--- config.mk ---
export PLATFORM = sky130hd
export DESIGN_NAME = pkt_tx_buffer
export DESIGN_NICKNAME = d
export VERILOG_FILES = /design/src/rtl/pkt_tx_pkg.sv /design/src/rtl/pkt_tx_updown.sv /design/src/rtl/pkt_tx_store.sv /design/src/rtl/pkt_tx_buffer.sv
export SDC_FILE = /design/constraint.sdc
export NUM_CORES = 2
export LEC_CHECK = 0
export BUFFER_PORTS_ARGS = -buffer_cell sky130_fd_sc_hd__buf_2
export CORE_ASPECT_RATIO = 1.25
export CORE_MARGIN = 2
export CORE_UTILIZATION = 44
export DETAILED_ROUTE_END_ITERATION = 8
export HOLD_SLACK_MARGIN = 0.02
export PLACE_DENSITY = 0.64
export SLEW_MARGIN = 20
export SYNTH_ARGS = -nofsm -noshare
export SYNTH_HDL_FRONTEND = slang
export SYNTH_MEMORY_MAX_BITS = 65536
export SYNTH_SLANG_ARGS = --single-unit
--- constraint.sdc ---
create_clock -name clk -period 27.4 [get_ports clk]
set_input_delay 1.37 -clock clk [delete_from_list [all_inputs] [get_ports clk]]
set_output_delay 1.37 -clock clk [all_outputs]
set_load 0.02 [all_outputs]
--- src/rtl/pkt_tx_pkg.sv ---
package pkt_tx_pkg;
    // Width of one keep lane: each keep bit covers one 32-bit DW.
    localparam int unsigned DW_BITS = 32;
endpackage

--- src/rtl/pkt_tx_updown.sv ---
module pkt_tx_updown #(
    parameter int unsigned MAX = 16,
    localparam int unsigned CW = $clog2(MAX + 1)
) (
    input  logic          clk,
    input  logic          rst_n,
    input  logic          inc,
    input  logic          dec,
    output logic [CW-1:0] cnt
);
    logic [CW-1:0] cnt_d, cnt_q;

    always_comb begin
        case ({inc, dec})
            2'b10:   cnt_d = cnt_q + CW'(1);
            2'b01:   cnt_d = cnt_q - CW'(1);
            default: cnt_d = cnt_q;
        endcase
    end

    always_ff @(posedge clk or negedge rst_n) begin
        if (!rst_n) cnt_q <= '0;
        else        cnt_q <= cnt_d;
    end

    assign cnt = cnt_q;
endmodule

--- src/rtl/pkt_tx_store.sv ---
module pkt_tx_store #(
    parameter int unsigned WIDTH = 273,
    parameter int unsigned DEPTH = 16,
    localparam int unsigned AW = $clog2(DEPTH)
) (
    input  logic             clk,
    input  logic             we,
    input  logic [AW-1:0]    waddr,
    input  logic [WIDTH-1:0] wdata,
    input  logic [AW-1:0]    raddr,
    output logic [WIDTH-1:0] rdata
);
    logic [WIDTH-1:0] mem_q [DEPTH];

    always_ff @(posedge clk) begin
        if (we) mem_q[waddr] <= wdata;
    end

    // Combinational read so the head beat is visible with no extra cycle.
    assign rdata = mem_q[raddr];
endmodule

--- src/rtl/pkt_tx_buffer.sv ---
module pkt_tx_buffer
    import pkt_tx_pkg::*;
#(
    parameter int unsigned DATA_W = 256,
    parameter int unsigned USER_W = 8,
    parameter int unsigned DEPTH  = 16
) (
    input  logic                     clk,
    input  logic                     rst_n,
    input  logic                     s_tvalid,
    output logic                     s_tready,
    input  logic [DATA_W-1:0]        s_tdata,
    input  logic [DATA_W/DW_BITS-1:0] s_tkeep,
    input  logic [USER_W-1:0]        s_tuser,
    input  logic                     s_tlast,
    output logic                     m_tvalid,
    input  logic                     m_tready,
    output logic [DATA_W-1:0]        m_tdata,
    output logic [DATA_W/DW_BITS-1:0] m_tkeep,
    output logic [USER_W-1:0]        m_tuser,
    output logic                     m_tlast,
    output logic                     buf_full,
    output logic                     buf_empty,
    output logic                     oversize_err
);
    localparam int unsigned KEEP_W  = DATA_W / DW_BITS;
    localparam int unsigned AW      = $clog2(DEPTH);
    localparam int unsigned CW      = $clog2(DEPTH + 1);
    localparam int unsigned ENTRY_W = DATA_W + KEEP_W + USER_W + 1;

    typedef struct packed {
        logic [AW-1:0] wr_ptr;
        logic [AW-1:0] rd_ptr;
        logic          oversize;
    } buf_state_t;

    buf_state_t st_d, st_q;

    logic [CW-1:0]      occ_cnt, pkt_cnt;
    logic               occ_full, pkt_none;
    logic               wr_fire, rd_fire;
    logic [ENTRY_W-1:0] wr_entry, rd_entry;

    assign occ_full = (occ_cnt == CW'(DEPTH));
    assign pkt_none = (pkt_cnt == '0);

    assign s_tready = !occ_full;
    assign m_tvalid = !pkt_none;
    assign wr_fire  = s_tvalid && !occ_full;
    assign rd_fire  = m_tvalid && m_tready;

    assign wr_entry = {s_tlast, s_tuser, s_tkeep, s_tdata};
    assign {m_tlast, m_tuser, m_tkeep, m_tdata} = rd_entry;

    always_comb begin
        st_d = st_q;
        if (wr_fire) st_d.wr_ptr = st_q.wr_ptr + AW'(1);
        if (rd_fire) st_d.rd_ptr = st_q.rd_ptr + AW'(1);
        // RAM full with no finished packet: nothing can ever drain.
        st_d.oversize = st_q.oversize | (occ_full & pkt_none);
    end

    always_ff @(posedge clk or negedge rst_n) begin
        if (!rst_n) st_q <= '0;
        else        st_q <= st_d;
    end

    pkt_tx_store #(
        .WIDTH (ENTRY_W),
        .DEPTH (DEPTH)
    ) u_store (
        .clk   (clk),
        .we    (wr_fire),
        .waddr (st_q.wr_ptr),
        .wdata (wr_entry),
        .raddr (st_q.rd_ptr),
        .rdata (rd_entry)
    );

    // Stored beat count.
    pkt_tx_updown #(.MAX(DEPTH)) u_occ (
        .clk   (clk),
        .rst_n (rst_n),
        .inc   (wr_fire),
        .dec   (rd_fire),
        .cnt   (occ_cnt)
    );

    // Complete packets held: raised by a stored tlast, lowered by a sent one.
    pkt_tx_updown #(.MAX(DEPTH)) u_pkts (
        .clk   (clk),
        .rst_n (rst_n),
        .inc   (wr_fire && s_tlast),
        .dec   (rd_fire && m_tlast),
        .cnt   (pkt_cnt)
    );

    assign buf_full     = occ_full;
    assign buf_empty    = (occ_cnt == '0);
    assign oversize_err = st_q.oversize;
endmodule

==> results.cfg <==
[outcome]
status = complete, no violations

[setup_path]
startpoint_type = flip-flop
slowest_stage = dfrtp_4
critPathLaunch = st_q[2]
worstRegToRegCells = 10
path_cells = buf_4, buf_4, buf_4, buf_4, buf_4, buf_4, mux4_2, a22oi_1, nand2_1, buf_2
slowest_delay_ns = 1.04
required_ns = 26.03
cp_max_fo = 67
cp_data_arrival_time_ns = 8.49
crit_top_cell = buf_4
rrSetupSlack_ns = 21.95
endpoint_kind = output pin
path_class = reg2out
reg2reg_to = u_store.mem_q[15][93]
reg2reg_from = u_occ.cnt[0]

[sta]
finalSetupViolCount = 0
fmax_mhz = 101.4
rsz0062_at_grt = no
final-max-slew-violation-count = 0
post-route-period-util_pct = 35.98
finClkSkew_ns = 0.08643
setup_ws_ns = 17.54
max-slew-margin-rel_pct = 19.63
hold_viol_final = 0
fin_setup_tns_ns = 0
fin_crit_ns = 9.859
worst_pin_slew_ns = 1.206

[pwr]
pwr-share-comb_pct = 31.1
p_per_area_mw_per_mm2 = 107.8
finalPower_mw = 20.14
p_int_mw = 13.50
seq_power_share_pct = 41.1
swShare_pct = 32.97
clkPwrFrac_pct = 27.9
p_leak_nw = 59.82
switching_power_mw = 6.641
ir_drop_v = 0.00009490

[global_routing]
grt_pass1_vias = 79720
antenna_found_initial = 140
grt-ovfl-total = 0
grt_pass1_wl_mm = 577.8
grt_max_degree = 140
grtUsageTotal_pct = 21.12

[route]
post-route-drc-count = 0
avgRoutedWirePerCell_um = 30.90
vias = 77960
via_per_inst = 5.904
routed_wirelength_mm = 408.0
ant_nets = 0
first_iter_violations = 8793
dr.pass1.iters = 5

[clocking]
cts_inserted_buffers = 413
clkSinkCount = 4387
post_cts_hold_buffer_count = 0
cts_tree = built
ctsRootBufferMaster = clkbuf_16
post_cts_buffers = 0
cts.htree.levels = 5
cts_resized = 0
clkTransAtPathRegs_ns = 0.07
cts_buffer_depth = 4
worst_skew_pair.late_latency_ns = 0.99

[logic_synthesis]
synth_top_family_by_area = multiplexers
ys_ff_latch = 4387
synth-adder-area-share_pct = 0.1229
netlist_area_mm2 = 0.1649
ys_async_sr_fraction_pct = 0.4331
syn_area_per_cell_um2 = 23.18
synthXorXnorAreaFrac_pct = 0.06374
yosys.area_share.simple_pct = 1.050
synth-seq-area-share_pct = 79.83
synth_edf_count = 4368
syn_inst = 7114
synth_mux_area_share_pct = 14.71
synth_ff_type = edfxtp_1
synth_cell_types = 40
synth-compound-area-share_pct = 2.920
syn_nets = 7406
yosys_warnings = 0

[cells_and_area]
drive_gt1_share_pct = 27.75
final_nets = 8160
area_delta_synth_final_pct = 13.36
fin_cells = 13200
final_common_cell = edfxtp_1
final_util_pct = 50.06
final_cell_mix = edfxtp_1 (4,368), mux4_2 (948), a22oi_1 (614)

[placed_design]
hpwlAfterDp_mm = 212.3
numPortBuffers = 554
placed_cells = 12390
dp_slack_ns = 18.62
gp_congestion = 0.7507

[die]
die-height_um = 688.5
fp.coreArea_mm2 = 0.3734
dieWidth_um = 551.6
dieArea_mm2 = 0.3797
row_count = 251
io_pins = 555
start_util_pct = 44.16

[min_path]
hold_path_class = in2async

[run]
cap_violations = 0
-- synthesized netlist by cell type (15+ instances only) --
| cell type | number | area (um2) |
|---|---|---|
| buf_4 | 15 | 112.6 |
| nand3_1 | 71 | 355.3 |
| nor2_1 | 19 | 71.32 |
| a22oi_1 | 614 | 4609 |
| nand2_1 | 289 | 1085 |
| dfrtp_1 | 19 | 475.5 |
| mux2i_1 | 289 | 2893 |
| mux4_2 | 948 | 21350 |
| edfxtp_1 | 4368 | 131200 |
| buf_2 | 169 | 845.8 |
| buf_1 | 43 | 161.4 |
| clkbuf_1 | 115 | 431.7 |
| buf_6 | 49 | 551.8 |
-- per-stage QoR --
step           hold WS (ns)  area [um2]
2_1_floorplan        0.4784      164900
3_3_place_gp         0.4555      173500
3_5_place_dp         0.4629      173500
4_1_cts              0.2475      186800
5_1_grt              0.3067      186800
6_report             0.3470      186900
-- worst max-delay path: cells and delay by family (launching register included) --
| family | cells | cell delay (ns) |
|---|---|---|
| AOI/OAI and AO/OA | 1 | 0.23 |
| DFF | 1 | 1.04 |
| and+or+nand+nor | 1 | 0.23 |
| muxes | 1 | 0.41 |
| buffers and inverters | 7 | 5.13 |
-- layout make-up --
class                      count  area (um2)
inverter                      13       48.80
timing repair buffer         730        4354
tap                         4933        6172
fill                       29220      186500
antenna                       61       152.6
multi-input combinational   2323       31300
clock inverter               240        2457
sequential                  4387      131700
clock buffer                 516       10790
-- flip-flops by register name, summed over array words and instances, names as in the netlist --
register,cells
st_q,8
u_pkts.cnt,5
oversize_err,1
u_occ.cnt,5
u_store.mem_q,4368
-- kinds of logic (layout without fill, tap and decap cells) --
logic type,after synthesis,in the layout
flops,4387,4387
mux,1238,1238
compound gates,643,643
simple gates,415,415
buf+inv,404,1499
fa+ha+maj,15,15
xor+xnor,12,12
other cells,0,61
-- worst max-delay path by stage --
stage               cells after the start                  end
finish                                 10          m_tdata[30]
global route                           10          m_tdata[30]
CTS                                    10          m_tdata[30]
detailed placement                     10          m_tdata[30]
global placement                       10          m_tdata[30]
floorplan                               3  u_store.mem_q[3][0]
-- layer usage --
| metal | global-route usage [%] | wire length (um) | vias up |
|---|---|---|---|
| met5 | 0 | 578 | - |
| met4 | 5.195 | 9812 | 96 |
| met3 | 5.006 | 33860 | 667 |
| met2 | 35.18 | 202800 | 3004 |
| met1 | 28.06 | 161000 | 42210 |
| li1 | - | - | 31980 |
-- power by group through the flow --
| stage | combinational [mW] | sequential (mW) | clock, mW |
|---|---|---|---|
| after floorplan | 4.15 | 8.64 | 0 |
| after global placement | 6.30 | 8.37 | 0 |
| after detailed placement | 6.35 | 8.41 | 0 |
| after CTS | 6.36 | 8.27 | 5.72 |
| after global routing | 6.65 | 8.31 | 5.97 |
| final | 6.26 | 8.27 | 5.61 |
Power figures use the tool's default switching activity.
